===== config.mk =====
export PLATFORM = sky130hd
export DESIGN_NAME = irq_aggregator
export DESIGN_NICKNAME = d
export VERILOG_FILES = /design/src/rtl/irq_aggregator.sv
export SDC_FILE = /design/constraint.sdc
export NUM_CORES = 1
export LEC_CHECK = 0
export BUFFER_PORTS_ARGS = -buffer_cell sky130_fd_sc_hd__buf_2
export CAP_MARGIN = 40
export CORE_MARGIN = 4
export CORE_UTILIZATION = 53
export CTS_BUF_LIST = sky130_fd_sc_hd__clkbuf_4 sky130_fd_sc_hd__clkbuf_8
export CTS_CLUSTER_DIAMETER = 80
export CTS_CLUSTER_SIZE = 8
export DETAILED_ROUTE_END_ITERATION = 8
export GPL_ROUTABILITY_DRIVEN = 0
export PLACE_DENSITY_LB_ADDON = 0.08
export SYNTH_ARGS = -nofsm -noshare
export SYNTH_HDL_FRONTEND = slang
export SYNTH_SLANG_ARGS = --single-unit

===== constraint.sdc =====
create_clock -name clk_i -period 2.9 [get_ports clk_i]
set_clock_uncertainty 0.1 [all_clocks]
set_input_delay 0.145 -clock clk_i [delete_from_list [all_inputs] [get_ports clk_i]]
set_output_delay 0.145 -clock clk_i [all_outputs]
set_load 0.005 [all_outputs]

===== src/rtl/irq_aggregator.sv =====
module irq_aggregator #(
  parameter int NUM_EVT = 4,
  parameter int DATA_W  = 8,
  parameter int ADDR_W  = 2
) (
  input  logic              clk_i,
  input  logic              rst_ni,
  input  logic [NUM_EVT-1:0] evt_i,
  input  logic              attach_lvl_i,
  input  logic              rxsense_lvl_i,
  input  logic              wr_en_i,
  input  logic [ADDR_W-1:0] wr_addr_i,
  input  logic [DATA_W-1:0] wr_data_i,
  input  logic [ADDR_W-1:0] rd_addr_i,
  output logic [DATA_W-1:0] rd_data_o,
  output logic              irq_o
);
  localparam int NSRC = NUM_EVT + 2;
  localparam logic [ADDR_W-1:0] A_FLAG = ADDR_W'(0);
  localparam logic [ADDR_W-1:0] A_EN   = ADDR_W'(1);
  localparam logic [ADDR_W-1:0] A_STAT = ADDR_W'(2);

  logic [1:0] sync1_q, sync2_q, prev_q;
  logic [NSRC-1:0] flag_q, en_q, flag_d, en_d;
  logic irq_q;

  wire [1:0] lvl_edge = sync2_q ^ prev_q;
  wire [NSRC-1:0] set_vec = {evt_i, lvl_edge};
  wire wr_flag = wr_en_i && (wr_addr_i == A_FLAG);
  wire wr_en   = wr_en_i && (wr_addr_i == A_EN);
  wire [NSRC-1:0] clr_vec = wr_flag ? wr_data_i[NSRC-1:0] : '0;

  assign flag_d = (flag_q & ~clr_vec) | set_vec;
  assign en_d   = wr_en ? wr_data_i[NSRC-1:0] : en_q;

  generate
    if (DATA_W > NSRC) begin : g_pad
      wire unused_hi = ^wr_data_i[DATA_W-1:NSRC];
    end
  endgenerate

  always_ff @(posedge clk_i or negedge rst_ni) begin
    if (!rst_ni) begin
      sync1_q <= '0;
      sync2_q <= '0;
      prev_q  <= '0;
      flag_q  <= '0;
      en_q    <= '0;
      irq_q   <= 1'b0;
    end else begin
      sync1_q <= {rxsense_lvl_i, attach_lvl_i};
      sync2_q <= sync1_q;
      prev_q  <= sync2_q;
      flag_q  <= flag_d;
      en_q    <= en_d;
      irq_q   <= |(flag_d & en_d);
    end
  end

  assign irq_o = irq_q;

  always_comb begin
    rd_data_o = '0;
    case (rd_addr_i)
      A_FLAG:  rd_data_o[NSRC-1:0] = flag_q;
      A_EN:    rd_data_o[NSRC-1:0] = en_q;
      A_STAT:  rd_data_o[1:0]      = sync2_q;
      default: rd_data_o = '0;
    endcase
  end

  generate
    for (genvar i = 0; i < NSRC; i++) begin : g_chk
      assert_flag_sticky_R5: assert property (@(posedge clk_i) disable iff (!rst_ni)
        flag_q[i] && !(wr_flag && wr_data_i[i]) |=> flag_q[i]);
      assert_event_wins_R6: assert property (@(posedge clk_i) disable iff (!rst_ni)
        set_vec[i] && clr_vec[i] |=> flag_q[i]);
    end
    for (genvar k = 0; k < NUM_EVT; k++) begin : g_evt
      assert_pulse_sets_R2: assert property (@(posedge clk_i) disable iff (!rst_ni)
        evt_i[k] |=> flag_q[k+2]);
    end
    for (genvar j = 0; j < 2; j++) begin : g_lvl
      assert_edge_sets_R3: assert property (@(posedge clk_i) disable iff (!rst_ni)
        lvl_edge[j] |=> flag_q[j]);
    end
  endgenerate

  assert_irq_hold_R7: assert property (@(posedge clk_i) disable iff (!rst_ni)
    irq_o && !wr_en_i |=> irq_o);
  assert_masked_quiet_R8: assert property (@(posedge clk_i) disable iff (!rst_ni)
    (en_q == '0) |-> !irq_o);
endmodule


==> summary.md <==
| Metric | Value |
|---|---|
| Fin cells | approximately 120 |
| Clock Sinks | 19 |
| Worst Path Arrival | 1.42 ns |
| H-tree levels | 1 |
| Peak VDD IR | 0.382 mV |
| Total track usage | around 17% |
| CTS Buffer Depth | 2 |
| Startpoint types | primary input |
| Rel. slew slack | 60.5% |
| Gate Count Post-Synth | between 60 and 70 |
| Mean routed wirelength per cell | 13.4 µm |
| Core area | around 1500 µm² |
| Hold Slack | 0.0105 ns |
| Area of the multi-input gates | approximately 360 µm² |
| Synth cell types | 30 |
| Fmax | between 0.7 and 0.8 GHz |
| Die X | 48.1 µm |
| FF+latch count, synth | 19 |
| Post-synth top area share | 55.7% |
| Synth-to-layout area growth | 31.5% |
| Row count | 14 |
| IO Pins | 30 |
| Post-DR vias/cell | 5.12 |
| HP Class | in -> reg |
| Worst slew pin tran | a little under 0.6 ns |
| Largest net degree at the start of global routing | 20 |
| CP required | 2.98 ns |
| Final hold violation count | 0 |
| Overall die area | 2320 µm² |
| Register area share after synthesis | 55.7% |
| Post-synth top area cell | dfrtp_1 |
| CTS buffer count | 3 |
| Worst skew pair latency | 0.30 ns |
| Tmin final | ~1.3 ns |
| Worst setup margin | 1.56 ns |
| CTS tree | done |
| Remaining antenna violation count | 0 |
| Post-Route Utilization | between 70% and 80% |
| Die Height | about 48 µm |
| Vias in the first global route | between 600 and 700 |
| Number of fillers in the final layout | 113 |
| Status | completed |
| Crit path largest cell delay | 0.54 ns |
| Synth warnings | 0 |
| Drt total wl | 1.62 mm |
| # diodes | 0 |
| Drt drc | 0 |
| CP max FO | 2 |
| Mapped Area | 853 µm² |
| Global-route wire length before repair | around 2.5 mm |
| Highest-count cells in the layout ignoring fill and taps | buf_2 (25), dfrtp_1 (19), dlygate4sd3_1 (11), mux2i_1 (6) |
| RSZ-0062 raised after global routing | no |
| Vias | 620 |
| Mapped Avg Cell Area | 12.7 µm² |
| GRT overflow | 0 |
| Drt initial violations | 13 |
| Post-Route Setup TNS | 0 ns |
| Setup Buffers After CTS | 0 |
| Pwr/cell area | 487 nW/µm² |
| Register area | 475 µm² |
| Pins over their slew limit | 0 |
| Resize count post-CTS | 0 |
| Slowest cell on the critical path | dlygate4sd3_1 |
| Initial core utilization | 56.6% |
| Commonest non-fill, non-tap cell in the layout | buf_2 |
| Initial antenna violation count | 0 |
| Clock root buffer | clkbuf_4 |
| Layout cells sized above 1 | 33.3% |
| Cell total after placement | 106 |
| Top cells by area, synth | dfrtp_1 (56%), mux2i_1 (7.0%), mux2_4 (3.5%) |
| Tcrit/Tclk final | a little under half |
| Max-cap violations | 0 |
| Final setup viols | 0 |
| # hold bufs at CTS | 9 |
| Drt pass-1 iters | 3 |
| Critical path type | in -> reg |
| Cell Chain, Critical Path | dlygate4sd3_1, buf_2, mux2_4, a32oi_1, nand4_1 |
| HPWL after detailed placement | 1.15 mm |
| Number of port buffers | 25 |
| Worst slack at placement | 1.36 ns |
| Pleak | 0.527 nW |
| Clk pin slew, worst setup/hold paths | roughly 0.10 ns |
| Final #Nets | 127 |
| Nature of the critical path endpoint | flip-flop |
==> cell type report <==
| class | instances | area share (%) |
|---|---|---|
| Clock buffer | 4 | 2.68 |
| Sequential cell | 19 | 42.4 |
| Inverter | 1 | 0.334 |
| Tap cell | 16 | 1.78 |
| Multi-Input combinational cell | 45 | 31.9 |
| Timing Repair Buffer | 36 | 21.0 |
==> layer usage <==
layer,vias to the layer above,GRT usage (%),part of all wire [%]
li1,306,-,-
met5,-,0,0
met1,290,21.6,45
met3,3,3.32,6.3
met2,21,26.4,47
met4,0,8.06,1.8
==> state kept, by name (all words and copies together) (netlist names) <==
| signal | count |
|---|---|
| sync1_q | 2 |
| prev_q | 2 |
| flag_q | 6 |
| sync2_q | 2 |
| irq_o | 1 |
| en_q | 6 |
==> cell usage after synthesis <==
master	number
mux2_2	2
nand3b_4	1
buf_4	2
o21ai_1	2
nand2b_1	1
nand4bb_1	2
nand3b_1	1
nor2_1	4
or2_1	2
o211ai_1	1
a21boi_0	2
xnor2_1	1
nand2_1	2
o21ai_0	2
and2_1	1
buf_2	1
a21o_1	2
nor3b_1	1
inv_1	1
nand4_1	1
conb_1	1
mux2_1	2
mux2_4	2
xor2_1	1
a32oi_1	1
or2_2	1
mux2i_1	6
nor2b_1	1
dfrtp_1	19
a22oi_1	1
==> kinds of logic (layout without fill, tap and decap cells) <==
kind of cell,after synthesis,after routing,synth area share [%]
compound gates,11,11,8.65
xor+xnor,2,2,2.05
flops,19,19,55.7
simple gates,18,18,14.5
buf+inv,4,41,2.78
mux,12,12,15.8
other cells,1,2,0.439
==> worst max-delay path: cells and delay by family <==
family | cells | cell delay (ns)
AO/OA/AOI/OAI | 1 | 0.22
buffers and inverters | 2 | 0.67
AND/OR/NAND/NOR | 1 | 0.11
multiplexers | 1 | 0.27
==> final timing paths <==
check                      depth (start not counted)                  from              endpoint  slack [ns]
max in group asynchronous                          2                rst_ni  sync2_q[0]$_DFF_PN0_        2.21
hold / removal                                     2          wr_data_i[4]     en_q[4]$_DFF_PN0_        0.01
min in group asynchronous                          2                rst_ni   flag_q[4]$_DFF_PN0_        0.20
hold reg to reg                                    0  sync1_q[1]$_DFF_PN0_  sync2_q[1]$_DFF_PN0_        0.26
setup / recovery                                   5          wr_data_i[2]       irq_o$_DFF_PN0_        1.56
setup reg to reg                                   3   flag_q[2]$_DFF_PN0_       irq_o$_DFF_PN0_        1.63
==> per-stage QoR <==
step                power [mW]  area (µm²)
global placement         0.396         982
CTS                      0.550        1100
global route             0.583        1120
finish                   0.546        1120
detailed placement       0.399         982
floorplan                0.360         857
==> report_power, final <==
group | switching (mW) | leakage [nW] | total, mW | internal (mW)
Combinational | 0.0450 | 0.305 | 0.104 | 0.0589
Sequential | 0.0118 | 0.204 | 0.300 | 0.289
Clock | 0.0790 | 0.0184 | 0.142 | 0.0630
Note: power is estimated with default switching activity, not from simulation.
